$ cat config.mk
export PLATFORM = sky130hd
export DESIGN_NAME = fpu_nan_screen
export DESIGN_NICKNAME = d
export VERILOG_FILES = /design/src/rtl/fpu_nan_pkg.sv /design/src/rtl/nan_field_chk.sv /design/src/rtl/nan_classify.sv /design/src/rtl/nan_policy.sv /design/src/rtl/fpu_nan_screen.sv
export SDC_FILE = /design/constraint.sdc
export NUM_CORES = 1
export LEC_CHECK = 0
export BUFFER_PORTS_ARGS = -buffer_cell sky130_fd_sc_hd__buf_2
export CAP_MARGIN = 40
export CORE_AREA = 3 3 129 69
export DETAILED_ROUTE_END_ITERATION = 16
export DIE_AREA = 0 0 132 72
export GPL_TIMING_DRIVEN = 0
export PLACE_DENSITY = 0.89
export SLEW_MARGIN = 0
export SYNTH_ARGS = -nofsm -noshare
export SYNTH_HDL_FRONTEND = slang
export SYNTH_SLANG_ARGS = --single-unit
$ cat constraint.sdc
create_clock -name clk -period 2.01 [get_ports clk]
set_input_delay 0 -clock clk [delete_from_list [all_inputs] [get_ports clk]]
set_output_delay 0 -clock clk [all_outputs]
set_load 0.01 [all_outputs]
$ cat src/rtl/fpu_nan_pkg.sv
package fpu_nan_pkg;

    localparam int XLEN      = 64;
    localparam int SP_EXP_W  = 8;
    localparam int SP_FRAC_W = 23;
    localparam int DP_EXP_W  = 11;
    localparam int DP_FRAC_W = 52;
    localparam int SP_W      = SP_EXP_W + SP_FRAC_W + 1;
    localparam int DP_W      = DP_EXP_W + DP_FRAC_W + 1;
    localparam int NSRC      = 2;

    localparam logic [SP_W-1:0] SP_DFLT_QNAN = 32'h7FBF_FFFF;
    localparam logic [DP_W-1:0] DP_DFLT_QNAN = 64'h7FF7_FFFF_FFFF_FFFF;

    typedef enum logic [1:0] {
        OPC_ARITH     = 2'b00,
        OPC_XFER      = 2'b01,
        OPC_NONFP     = 2'b10,
        OPC_ARITH_ALT = 2'b11
    } opc_e;

    typedef enum logic [1:0] {
        CLS_NUM  = 2'b00,
        CLS_QNAN = 2'b01,
        CLS_SNAN = 2'b10
    } nan_cls_e;

    typedef enum logic [1:0] {
        ACT_RAW   = 2'b00,
        ACT_DQNAN = 2'b01,
        ACT_TRAP  = 2'b10
    } nan_act_e;

    typedef struct packed {
        logic [XLEN-1:0] data;
        logic            wr;
        logic            exc;
        logic            flag;
    } stage_t;

endpackage

$ cat src/rtl/nan_field_chk.sv
module nan_field_chk #(
    parameter int EXP_W  = 8,
    parameter int FRAC_W = 23,
    localparam int W     = EXP_W + FRAC_W + 1
) (
    input  logic [W-1:0] val,
    output logic         is_nan,
    output logic         is_sig
);
    logic exp_ones;
    logic frac_nz;

    always_comb begin
        exp_ones = &val[EXP_W+FRAC_W-1:FRAC_W];
        frac_nz  = |val[FRAC_W-1:0];
        is_nan   = exp_ones & frac_nz;
        is_sig   = is_nan & val[FRAC_W-1];
    end
endmodule

$ cat src/rtl/nan_classify.sv
module nan_classify
    import fpu_nan_pkg::*;
(
    input  logic [XLEN-1:0] op,
    input  logic            dbl,
    output nan_cls_e        cls
);
    logic sp_nan, sp_sig, dp_nan, dp_sig;
    logic sel_nan, sel_sig;

    nan_field_chk #(.EXP_W(SP_EXP_W), .FRAC_W(SP_FRAC_W)) u_sp (
        .val    (op[SP_W-1:0]),
        .is_nan (sp_nan),
        .is_sig (sp_sig)
    );

    nan_field_chk #(.EXP_W(DP_EXP_W), .FRAC_W(DP_FRAC_W)) u_dp (
        .val    (op[DP_W-1:0]),
        .is_nan (dp_nan),
        .is_sig (dp_sig)
    );

    always_comb begin
        sel_nan = dbl ? dp_nan : sp_nan;
        sel_sig = dbl ? dp_sig : sp_sig;
        if (!sel_nan)     cls = CLS_NUM;
        else if (sel_sig) cls = CLS_SNAN;
        else              cls = CLS_QNAN;
    end
endmodule

$ cat src/rtl/nan_policy.sv
module nan_policy
    import fpu_nan_pkg::*;
#(
    parameter int N = NSRC
) (
    input  opc_e           opc,
    input  logic [N-1:0]   use_mask,
    input  logic [N-1:0]   is_q,
    input  logic [N-1:0]   is_s,
    input  logic           inv_en,
    output nan_act_e       act
);
    logic any_s, any_q, screened;

    always_comb begin
        any_s    = |(is_s & use_mask);
        any_q    = |(is_q & use_mask);
        screened = (opc == OPC_ARITH) || (opc == OPC_ARITH_ALT);
        act      = ACT_RAW;
        if (screened) begin
            if (any_s && inv_en)  act = ACT_TRAP;
            else if (any_s)       act = ACT_DQNAN;
            else if (any_q)       act = ACT_DQNAN;
        end
    end
endmodule

$ cat src/rtl/fpu_nan_screen.sv
module fpu_nan_screen
    import fpu_nan_pkg::*;
(
    input  logic            clk,
    input  logic            rst_n,
    input  logic            in_valid,
    input  logic            prec_dbl,
    input  logic [1:0]      op_class,
    input  logic [1:0]      src_use,
    input  logic [63:0]     src_a,
    input  logic [63:0]     src_b,
    input  logic [63:0]     raw_res,
    input  logic            inv_en,
    input  logic            flag_clr,
    output logic [63:0]     wb_data,
    output logic            wb_en,
    output logic            inv_exc,
    output logic            inv_flag
);
    logic [XLEN-1:0] srcs [NSRC];
    logic [NSRC-1:0] is_q, is_s;
    nan_act_e        act;
    stage_t          st_d, st_q;

    assign srcs[0] = src_a;
    assign srcs[1] = src_b;

    for (genvar i = 0; i < NSRC; i++) begin : g_src
        nan_cls_e cls;
        nan_classify u_cls (
            .op  (srcs[i]),
            .dbl (prec_dbl),
            .cls (cls)
        );
        assign is_q[i] = (cls == CLS_QNAN);
        assign is_s[i] = (cls == CLS_SNAN);
    end

    nan_policy #(.N(NSRC)) u_pol (
        .opc      (opc_e'(op_class)),
        .use_mask (src_use),
        .is_q     (is_q),
        .is_s     (is_s),
        .inv_en   (inv_en),
        .act      (act)
    );

    always_comb begin
        st_d      = st_q;
        st_d.wr   = 1'b0;
        st_d.exc  = 1'b0;
        st_d.flag = st_q.flag & ~flag_clr;
        if (in_valid) begin
            unique case (act)
                ACT_RAW: begin
                    st_d.data = raw_res;
                    st_d.wr   = 1'b1;
                end
                ACT_DQNAN: begin
                    st_d.data = prec_dbl ? DP_DFLT_QNAN
                                         : {{(XLEN-SP_W){1'b0}}, SP_DFLT_QNAN};
                    st_d.wr   = 1'b1;
                end
                ACT_TRAP: begin
                    st_d.exc  = 1'b1;
                    st_d.flag = 1'b1;
                end
                default: ;
            endcase
        end
    end

    always_ff @(posedge clk) begin
        if (!rst_n) st_q <= '0;
        else        st_q <= st_d;
    end

    assign wb_data  = st_q.data;
    assign wb_en    = st_q.wr;
    assign inv_exc  = st_q.exc;
    assign inv_flag = st_q.flag;


    exc_blocks_write_chk: assert property (@(posedge clk) disable iff (!rst_n)
        inv_exc |-> (!wb_en && $stable(wb_data)));


    idle_quiet_chk: assert property (@(posedge clk) disable iff (!rst_n)
        !$past(in_valid) |-> (!wb_en && !inv_exc));


    data_only_on_write_chk: assert property (@(posedge clk) disable iff (!rst_n)
        !wb_en |-> $stable(wb_data));


    flag_follows_exc_chk: assert property (@(posedge clk) disable iff (!rst_n)
        inv_exc |-> inv_flag);


    flag_rise_cause_chk: assert property (@(posedge clk) disable iff (!rst_n)
        $rose(inv_flag) |-> inv_exc);


    flag_clear_chk: assert property (@(posedge clk) disable iff (!rst_n)
        ($past(flag_clr) && !inv_exc) |-> !inv_flag);


    passthru_no_exc_chk: assert property (@(posedge clk) disable iff (!rst_n)
        (in_valid && (op_class == 2'b01 || op_class == 2'b10)) |=> (wb_en && !inv_exc));
endmodule

### Word level (Yosys, flattened, before mapping)

Cells that the tools add are included.

* bits of input ports: 202
* flip-flop bits (word level): 67
* word-level logic and storage cells: 56
* output and inout bits: 67

* multiplexer cells: 16
* equal/unequal tests: 7
* reductions and logical operators: 17
* bitwise gates (word level): 12

Operators with widths (number)
* 65-bit one-hot mux with 2 select lines: 1
* 52-bit OR reduction: 2
* 63-bit two-way mux: 1
* 23-bit OR reduction: 2
* 11-bit AND reduction: 2
* 2-bit two-way mux: 8
* 8-bit AND reduction: 2
* 1-bit bitwise AND: 9
* 2-bit equality test, second input constant: 4
* 2-bit by 1-bit equality test with 1-bit output, second input constant: 3
* 1-bit two-way mux: 6
* 2-bit bitwise AND: 2
* 2-bit zero test: 2
* 2-bit AND reduction: 2
* 2-bit OR reduction: 2
* 2-bit nonzero test: 1
* 1-bit logical AND: 1
* 1-bit logical OR: 1
* 1-bit NOT: 1

### Longest topological paths before layout

Gate-level depths: netlist (run 1).

* word-level depth: 16
* depth in mapped cells: 9
* mapped depth without buffers: 7

### Hierarchy

Synthesis (run 1) repeated with hierarchy kept, for this count alone.

* cell total of the unflattened synthesis: 325
* area, all modules: 3000.4 µm²

Modules (own cells, without submodules)
* fpu_nan_screen: cells each 234, area each 2363.5 µm², instances 1, seq. area each 1341.3 µm²
* nan_field_chk at g_src[0].u_cls.u_dp ...: cells each 23, area each 165.2 µm², instances 2, seq. area each 0.0 µm²
* nan_field_chk at g_src[0].u_cls.u_sp ...: cells each 13, area each 95.1 µm², instances 2, seq. area each 0.0 µm²
* nan_classify: cells each 6, area each 31.3 µm², instances 2, seq. area each 0.0 µm²
* nan_policy: cells each 7, area each 53.8 µm², instances 1, seq. area each 0.0 µm²

### Least setup slack after synthesis (run 1)

OpenSTA, ideal clock, no wires.

* path type: in2reg
* start: input port src_b[52]
* end: register st_q (netlist bit wb_data[32])
* buffers on the path: 2
* arrival: 1.606 ns
* stages on the path: 9
* setup slack: 0.282 ns
* path through: nand4_1 -> nor4_1 -> or4_1 -> nand3_2 -> nand2_2 -> and2_1 -> buf_6 -> buf_6 -> a221o_1

* cells in the longest elaborated chain, start to end: 16
* elaborated cells on any way between the ends: 23

RTL lines
* start, declared: RTL line fpu_nan_screen.sv:11 `input logic [63:0] src_b,`
* 11-bit AND reduction *: RTL line nan_field_chk.sv:14 `exp_ones = &val[EXP_W+FRAC_W-1:FRAC_W];`
* 1-bit bitwise AND *: RTL line nan_field_chk.sv:16 `is_nan = exp_ones & frac_nz;`
* 1-bit bitwise AND: RTL line nan_field_chk.sv:17 `is_sig = is_nan & val[FRAC_W-1];`
* 1-bit two-way mux: RTL line nan_classify.sv:25 `sel_sig = dbl ? dp_sig : sp_sig;`
* 2-bit two-way mux: RTL line nan_classify.sv:27 `else if (sel_sig) cls = CLS_SNAN;`
* 2-bit two-way mux *: RTL line nan_classify.sv:26 `if (!sel_nan) cls = CLS_NUM;`
* 2-bit by 1-bit equality test with 1-bit output: RTL line fpu_nan_screen.sv:35 `assign is_q[i] = (cls == CLS_QNAN);`
* 2-bit bitwise AND: RTL line nan_policy.sv:17 `any_q = |(is_q & use_mask);`
* 2-bit OR reduction: RTL line nan_policy.sv:17
* 1-bit two-way mux: RTL line nan_policy.sv:23 `else if (any_q) act = ACT_DQNAN;`
* 2-bit two-way mux: RTL line nan_policy.sv:22 `else if (any_s) act = ACT_DQNAN;`
* 2-bit two-way mux *: RTL line nan_policy.sv:21 `if (any_s && inv_en) act = ACT_TRAP;`
* 2-bit two-way mux *: RTL line nan_policy.sv:20 `if (screened) begin`
* 2-bit by 1-bit equality test with 1-bit output / 2-bit zero test (equally long branches): RTL line fpu_nan_screen.sv:54 `unique case (act)`
* 2-bit nonzero test (no source line)
* 2-bit AND reduction (no source line)
* end signal, assigned: RTL line fpu_nan_screen.sv:75 `else st_q <= st_d;`
* end, declared: RTL line fpu_nan_screen.sv:23 `stage_t st_d, st_q;`

Mark *: on every way between the ends. The rest lies on a longest branch, timed or not.
A chain may end at the register's enable or synchronous reset.

### Worst setup path in the final report (run 1)

* start: input port prec_dbl
* end: register st_q (netlist bit wb_data[36])

* cells in the longest elaborated chain, start to end: 13
* elaborated cells on any way between the ends: 27

RTL lines
* start, declared: RTL line fpu_nan_screen.sv:7 `input logic prec_dbl,`
* 1-bit two-way mux: RTL line nan_classify.sv:25
* 2-bit two-way mux: RTL line nan_classify.sv:27
* 2-bit two-way mux: RTL line nan_classify.sv:26
* 2-bit by 1-bit equality test with 1-bit output: RTL line fpu_nan_screen.sv:35
* 2-bit bitwise AND: RTL line nan_policy.sv:17
* 2-bit OR reduction: RTL line nan_policy.sv:17
* 1-bit two-way mux: RTL line nan_policy.sv:23
* 2-bit two-way mux: RTL line nan_policy.sv:22
* 2-bit two-way mux: RTL line nan_policy.sv:21
* 2-bit two-way mux: RTL line nan_policy.sv:20
* 2-bit by 1-bit equality test with 1-bit output / 2-bit zero test (equally long branches): RTL line fpu_nan_screen.sv:54
* 2-bit nonzero test (no source line)
* 2-bit AND reduction (no source line)

Parallel ways exist; a longest one is shown, timed or not.

==> reports/results.txt, run 1 <==
status - finished, final reports clean
syn_nets - 520
post-route cell area - 0.00537 mm²
worst path cell trace - buf_2, nand2b_1, nor3_1, o21ai_0, a21boi_1, nor2_2, and2_1, buf_2, buf_2, a221o_1
DR vias - 4,115
Worst-Margin Slew - 656 ps
Total GRT Usage - 26.9%
count of unique library cells instantiated by Yosys - 30
full die area - 0.00950 mm²
Final period util - 94.1%
hpwl dp - 9430 µm
WP buf/inv - 3
first-pass GRT wire length - 20,700 µm
Reg clk slew, reported paths - 60 ps
die height - 72 µm
final core utilization - 68.4%
synthesized cell area - 0.00280 mm²
# IOs - 269
peak per-stage delay on the critical path - 330 ps
WS Path Type - in2reg
Final nets - 863
Mean Syn Cell Area - 8.81 µm²
Post-synth EDFFs - 0
htree depth - 3
synthesized flop and latch total - 67
slew margin rel. - 55.9%
vias in the first global route - 4,148
CTS tree - yes
Crit path required time - 2220 ps
Power Dens Cells - 736 mW/mm²
non-filler cells, final - 779
Critical Path AT - 2100 ps
Num CTS Buffers - 9
total core area - 0.00786 mm²
share of layout cells above drive strength 1 - 45.6%
Worst Hold Class - in2reg
Max Cap Viol - 0
Wirelength per Cell - 17.4 µm
CP Launch Type - input pin
Top Family by Delay on Critical Path - compound AO/OA/AOI/OAI gates
share of the synthesized area in the top cell type - 47.9%
Initial Util - 35.7%
routed vias/inst - 5.28
Peak VDD IR - 0.000466 V
worst hold slack - 98.2 ps
leading area contributor after synthesis - dfxtp_1
P_leak - 2.60 nW
Sink Count - 67
Final Skew - 0 ps
initial antenna violation count - 1
most frequent CP cell - buf_2
post-route ant nets - 0
Die Wd - 132 µm
drc violations - 0
placed instance area - 0.00427 mm²
postcts setup bufs - 0
GRT overflow - 0
fmax - 529 MHz
Slowest-stage cell, CP - a221o_1
Critical Path Fanout Max - 10
cells after synthesis - 318
final hold viol count - 0
RePlAce Congestion - 0.941
IO buf count - 265
Skew-Pair Late Insertion Delay - 330 ps
Yosys warning count - 0
prevailing post-synth register cell - dfxtp_1
CP Capture Type - register
R2R setup slack - 1220 ps
deepest clock path buffer count - 2
initial DRC count - 307
Layout fillers - 627
final worst path period need - 1890 ps
register area share after synthesis - 47.9%
pin count of the biggest net entering global routing - 13
async set or reset register ratio after synthesis - 0%
Initial DRT Pass Iterations - 5
WL final - 13,600 µm
count of pins over their slew limit - 0
Layout area overhead - 91.6%
clk root buf - clkbuf_16
top cells by area, synth - dfxtp_1 (48%), a221o_1 (11%), nor4_1 (7.1%)
Inst Count DP - 695
# rows - 23
Final setup violation count - 0
-- through the flow --
stage          setup WS [ps]  total power, mW  setup TNS [ps]
5_1_grt                -7.83             4.10           -8.72
6_report                 119             3.95               0
2_1_floorplan            282             1.68               0
3_5_place_dp            -531             2.01          -23310
3_3_place_gp            -512             1.99          -24130
4_1_cts                 6.69             3.94               0
-- power by group --
| part | switching, mW | internal, mW |
|---|---|---|
| registers | 0.0442 | 1.41 |
| clock network | 0.591 | 1.25 |
| logic | 0.298 | 0.359 |
| total | 0.933 | 3.02 |
-- repair_timing --
action	CTS	global route
hold endpoints to repair	67	0
gates resized for setup	2	19
pin swaps	0	1
endpoints found under the setup margin	30	56
hold buffers	67	0
-- tightest hold or removal path, cell delays in order --
cell and delay [ps]:
clkbuf_1 200, o21ai_0 130, a21oi_1 40
-- final timing paths --
check / start / endpoint / depth (start not counted)
setup / recovery: prec_dbl / wb_data[36] / 10
hold / removal: rst_n / wb_data[13] / 3
setup reg to reg: wb_data[36] / wb_data[36] / 1
hold reg to reg: wb_data[51] / wb_data[51] / 2
-- cell type report --
| type | count | area, µm² | share of cell area, % |
|---|---|---|---|
| buffer | 24 | 131 | 2.45 |
| timing repair buffer | 332 | 2000 | 37.2 |
| inverter | 3 | 11.3 | 0.210 |
| sequential | 67 | 1340 | 25.0 |
| multi-input combinational | 224 | 1400 | 26.0 |
| clock inverter | 6 | 113 | 2.10 |
| antenna | 1 | 2.50 | 0.0466 |
| tap | 112 | 140 | 2.61 |
| clock buffer | 10 | 239 | 4.45 |
-- Yosys cell counts (4+ instances only) --
master,n
nor2_1,35
nor4_1,32
nand2_1,16
nand4_1,16
o21ai_0,32
a21oi_1,30
a221o_1,32
clkbuf_1,15
nand3_1,5
buf_2,4
buf_6,4
nor3_1,6
dfxtp_1,67
-- cell families (layout without fill, tap and decap cells) --
group	after synthesis	in the layout	share of synthesized area (%)
buffers and inverters	27	375	4.87
other	0	1	0
DFF	67	67	47.9
xor gates and xnor gates	1	1	0.313
AOI/OAI and AO/OA	104	104	25.2
and+or+nand+nor	119	119	21.8
-- placed cells by master (no fill, tap or decap), drive strengths merged --
| cell type | Yosys | routed |
|---|---|---|
| o21ai | 32 | 32 |
| xnor2 | 1 | 1 |
| nand2 | 17 | 17 |
| a21boi | 3 | 3 |
| a221o | 32 | 32 |
| and3 | 1 | 1 |
| nand3 | 6 | 6 |
| a222oi | 1 | 1 |
| and2 | 3 | 3 |
| diode | 0 | 1 |
| o22ai | 3 | 3 |
| nand4 | 16 | 16 |
| a211oi | 1 | 1 |
| clkbuf | 15 | 25 |
| a2111oi | 1 | 1 |
| nor2 | 35 | 35 |
| or4 | 1 | 1 |
| dfxtp | 67 | 67 |
| bufinv | 0 | 3 |
| inv | 3 | 3 |
| o21bai | 1 | 1 |
| clkinv | 0 | 3 |
| nand4b | 1 | 1 |
| nor4 | 32 | 32 |
| a21oi | 30 | 30 |
| dlygate4sd3 | 0 | 67 |
| buf | 9 | 274 |
| nor3 | 6 | 6 |
| nand2b | 1 | 1 |
-- routing by layer --
layer / GRT usage [%] / share of wire (%) / vias to the layer above
li1: - / - / 1917
met1: 31.1 / 38 / 1940
met2: 48.2 / 52 / 209
met3: 6.99 / 5.9 / 49
met4: 11.6 / 3.8 / 0
met5: 0 / 0 / -
-- sequential cells by signal (all words and copies together) (netlist names) --
| register | count |
|---|---|
| inv_exc | 1 |
| inv_flag | 1 |
| wb_data | 64 |
| wb_en | 1 |
No activity file was read; power rests on OpenSTA's default activity.
==> run 2, diff against run 1 <==
REMOVE_ABC_BUFFERS = 1   (was default)
==> run 2 against run 1 <==
- via count is 1.7% lower
- register-to-register slack better by 20 ps
- routed wire length fell by 3.2%
- sequential power is essentially flat
- combinational power shrank 2%
- non-clock buffer count shrank 15
- clock skew unchanged
- critical path type unchanged
- largest power group unchanged
==> reports/results.txt, run 2 (same netlist as run 1, synthesis figures left out) <==
status - finished, final reports clean
non-filler cells, final - 763
Worst Hold Class - in2reg
Die Wd - 132 µm
Peak VDD IR - 0.000508 V
clk root buf - clkbuf_16
setup TNS - 0 ps
Flop pwr share - 40.0%
die height - 72 µm
slew margin rel. - 60.9%
R2R Path Start - wb_data[42]
Hold Path End - inv_exc
Critical Path Fanout Max - 22
final worst path period need - 1910 ps
Num CTS Buffers - 9
commonest cells after routing, fill and taps aside - buf_2 (266), dfxtp_1 (67), dlygate4sd3_1 (66), nor2_1 (35)
DR vias - 4,045
full die area - 0.00950 mm²
fmax - 523 MHz
Total GRT Usage - 26.3%
initial antenna violation count - 1
hpwl dp - 9030 µm
Final setup violation count - 0
Final Worst Setup Slack - 98.1 ps
Initial Util - 35.7%
Largest register FFs - 64
IO buf count - 266
CP Launch Type - input pin
Layout area overhead - 88.4%
Skew-Pair Late Insertion Delay - 310 ps
Power Dens Cells - 689 mW/mm²
Critical Path AT - 2110 ps
sw frac - 23.4%
RePlAce Congestion - 0.935
# IOs - 269
worst hold slack - 122 ps
final hold viol count - 0
Final period util - 95.1%
count of pins over their slew limit - 0
drc violations - 0
worst reg-to-reg path cell count - 1
post-route ant nets - 0
routed vias/inst - 5.30
Reg clk slew, reported paths - 50 ps
final core utilization - 67.2%
initial DRC count - 246
P_leak - 2.54 nW
switching power - 0.852 mW
Internal - 2.79 mW
CP Capture Type - register
WS Path Type - in2reg
most common cell after layout, fill and taps aside - buf_2
htree depth - 3
RR Endpoint - wb_data[42]
Clock Power Share - 42.2%
Worst Hold Path Cells - 3
share of layout cells above drive strength 1 - 45.7%
CTS tree - yes
RSZ-0062 raised after global routing - no
Worst-Margin Slew - 586 ps
vias in the first global route - 4,164
combinational fraction of design power - 17.8%
deepest clock path buffer count - 2
Final nets - 848
GRT overflow - 0
R2R setup slack - 1240 ps
pin count of the biggest net entering global routing - 38
Final Skew - 0 ps
Inst Count DP - 677
Crit path required time - 2210 ps
WL final - 13,100 µm
Max Cap Viol - 0
Initial DRT Pass Iterations - 5
# rows - 23
first-pass GRT wire length - 20,000 µm
Hold Startpoint - inv_en
total core area - 0.00786 mm²
pre-CTS setup slack - -586 ps
Wirelength per Cell - 17.2 µm
Sink Count - 67
run 2: changes by cell type in the layout (fill, tap and decap cells not counted), sizes merged:
cell         previous run  this run
buf                   274       275
bufinv                  3         1
clkbuf                 25        13
clkinv                  3         1
dlygate4sd3            67        66
run 2: what timing repair did:
action	in CTS	in global routing
hold buffers	66	0
pin swaps	0	1
setup endpoints to repair	32	27
endpoints found under the hold margin	66	0
resized for setup	3	5
setup buffers	0	4
run 2: through the flow:
step	area, µm²	total power, mW
2_1_floorplan	2680	1.65
3_3_place_gp	4150	1.97
3_5_place_dp	4240	2.00
4_1_cts	5210	3.64
5_1_grt	5280	3.80
6_report	5280	3.64
run 2: power groups by stage:
stage	logic, mW	clock network, mW	registers [mW]
2_1_floorplan	0.136	0	1.52
3_3_place_gp	0.499	0	1.47
3_5_place_dp	0.523	0	1.48
4_1_cts	0.627	1.57	1.45
5_1_grt	0.700	1.64	1.46
6_report	0.648	1.54	1.45
run 2: layout make-up:
class	instances	area, µm²
Fill cell	625	2580
Timing Repair Buffer	341	2110
Multi-Input combinational cell	224	1380
Sequential cell	67	1340
Clock buffer	13	260
Tap cell	112	140
Clock inverter	2	35.0
Inverter	3	11.3
Antenna cell	1	2.50
run 2: per-layer routing:
metal  vias up  track usage [%]  wire, µm
met3        68             5.82       751
met4         0             16.1       750
met5         -                0         0
li1       1886                -         -
met1      1891             29.3      5060
met2       200             46.9      6590
run 2: how the worst max path moves through the flow:
stage                          from     endpoint  slack (ps)  depth (start not counted)
after detailed placement   prec_dbl  wb_data[56]        -590                          9
after global placement     prec_dbl  wb_data[47]       -2090                          8
final                     src_a[16]  wb_data[28]         100                          8
after floorplan            prec_dbl  wb_data[22]        -840                          7
after CTS                  prec_dbl  wb_data[56]           3                          9
after global routing       prec_dbl   wb_data[1]           6                          9
run 2: critical path, cell delays in order:
cell and delay (ps):
buf_2 100, nor4_1 340, nand4_1 170, nor4_1 450
o22ai_1 200, o22ai_2 490, buf_8 250, a21oi_1 100
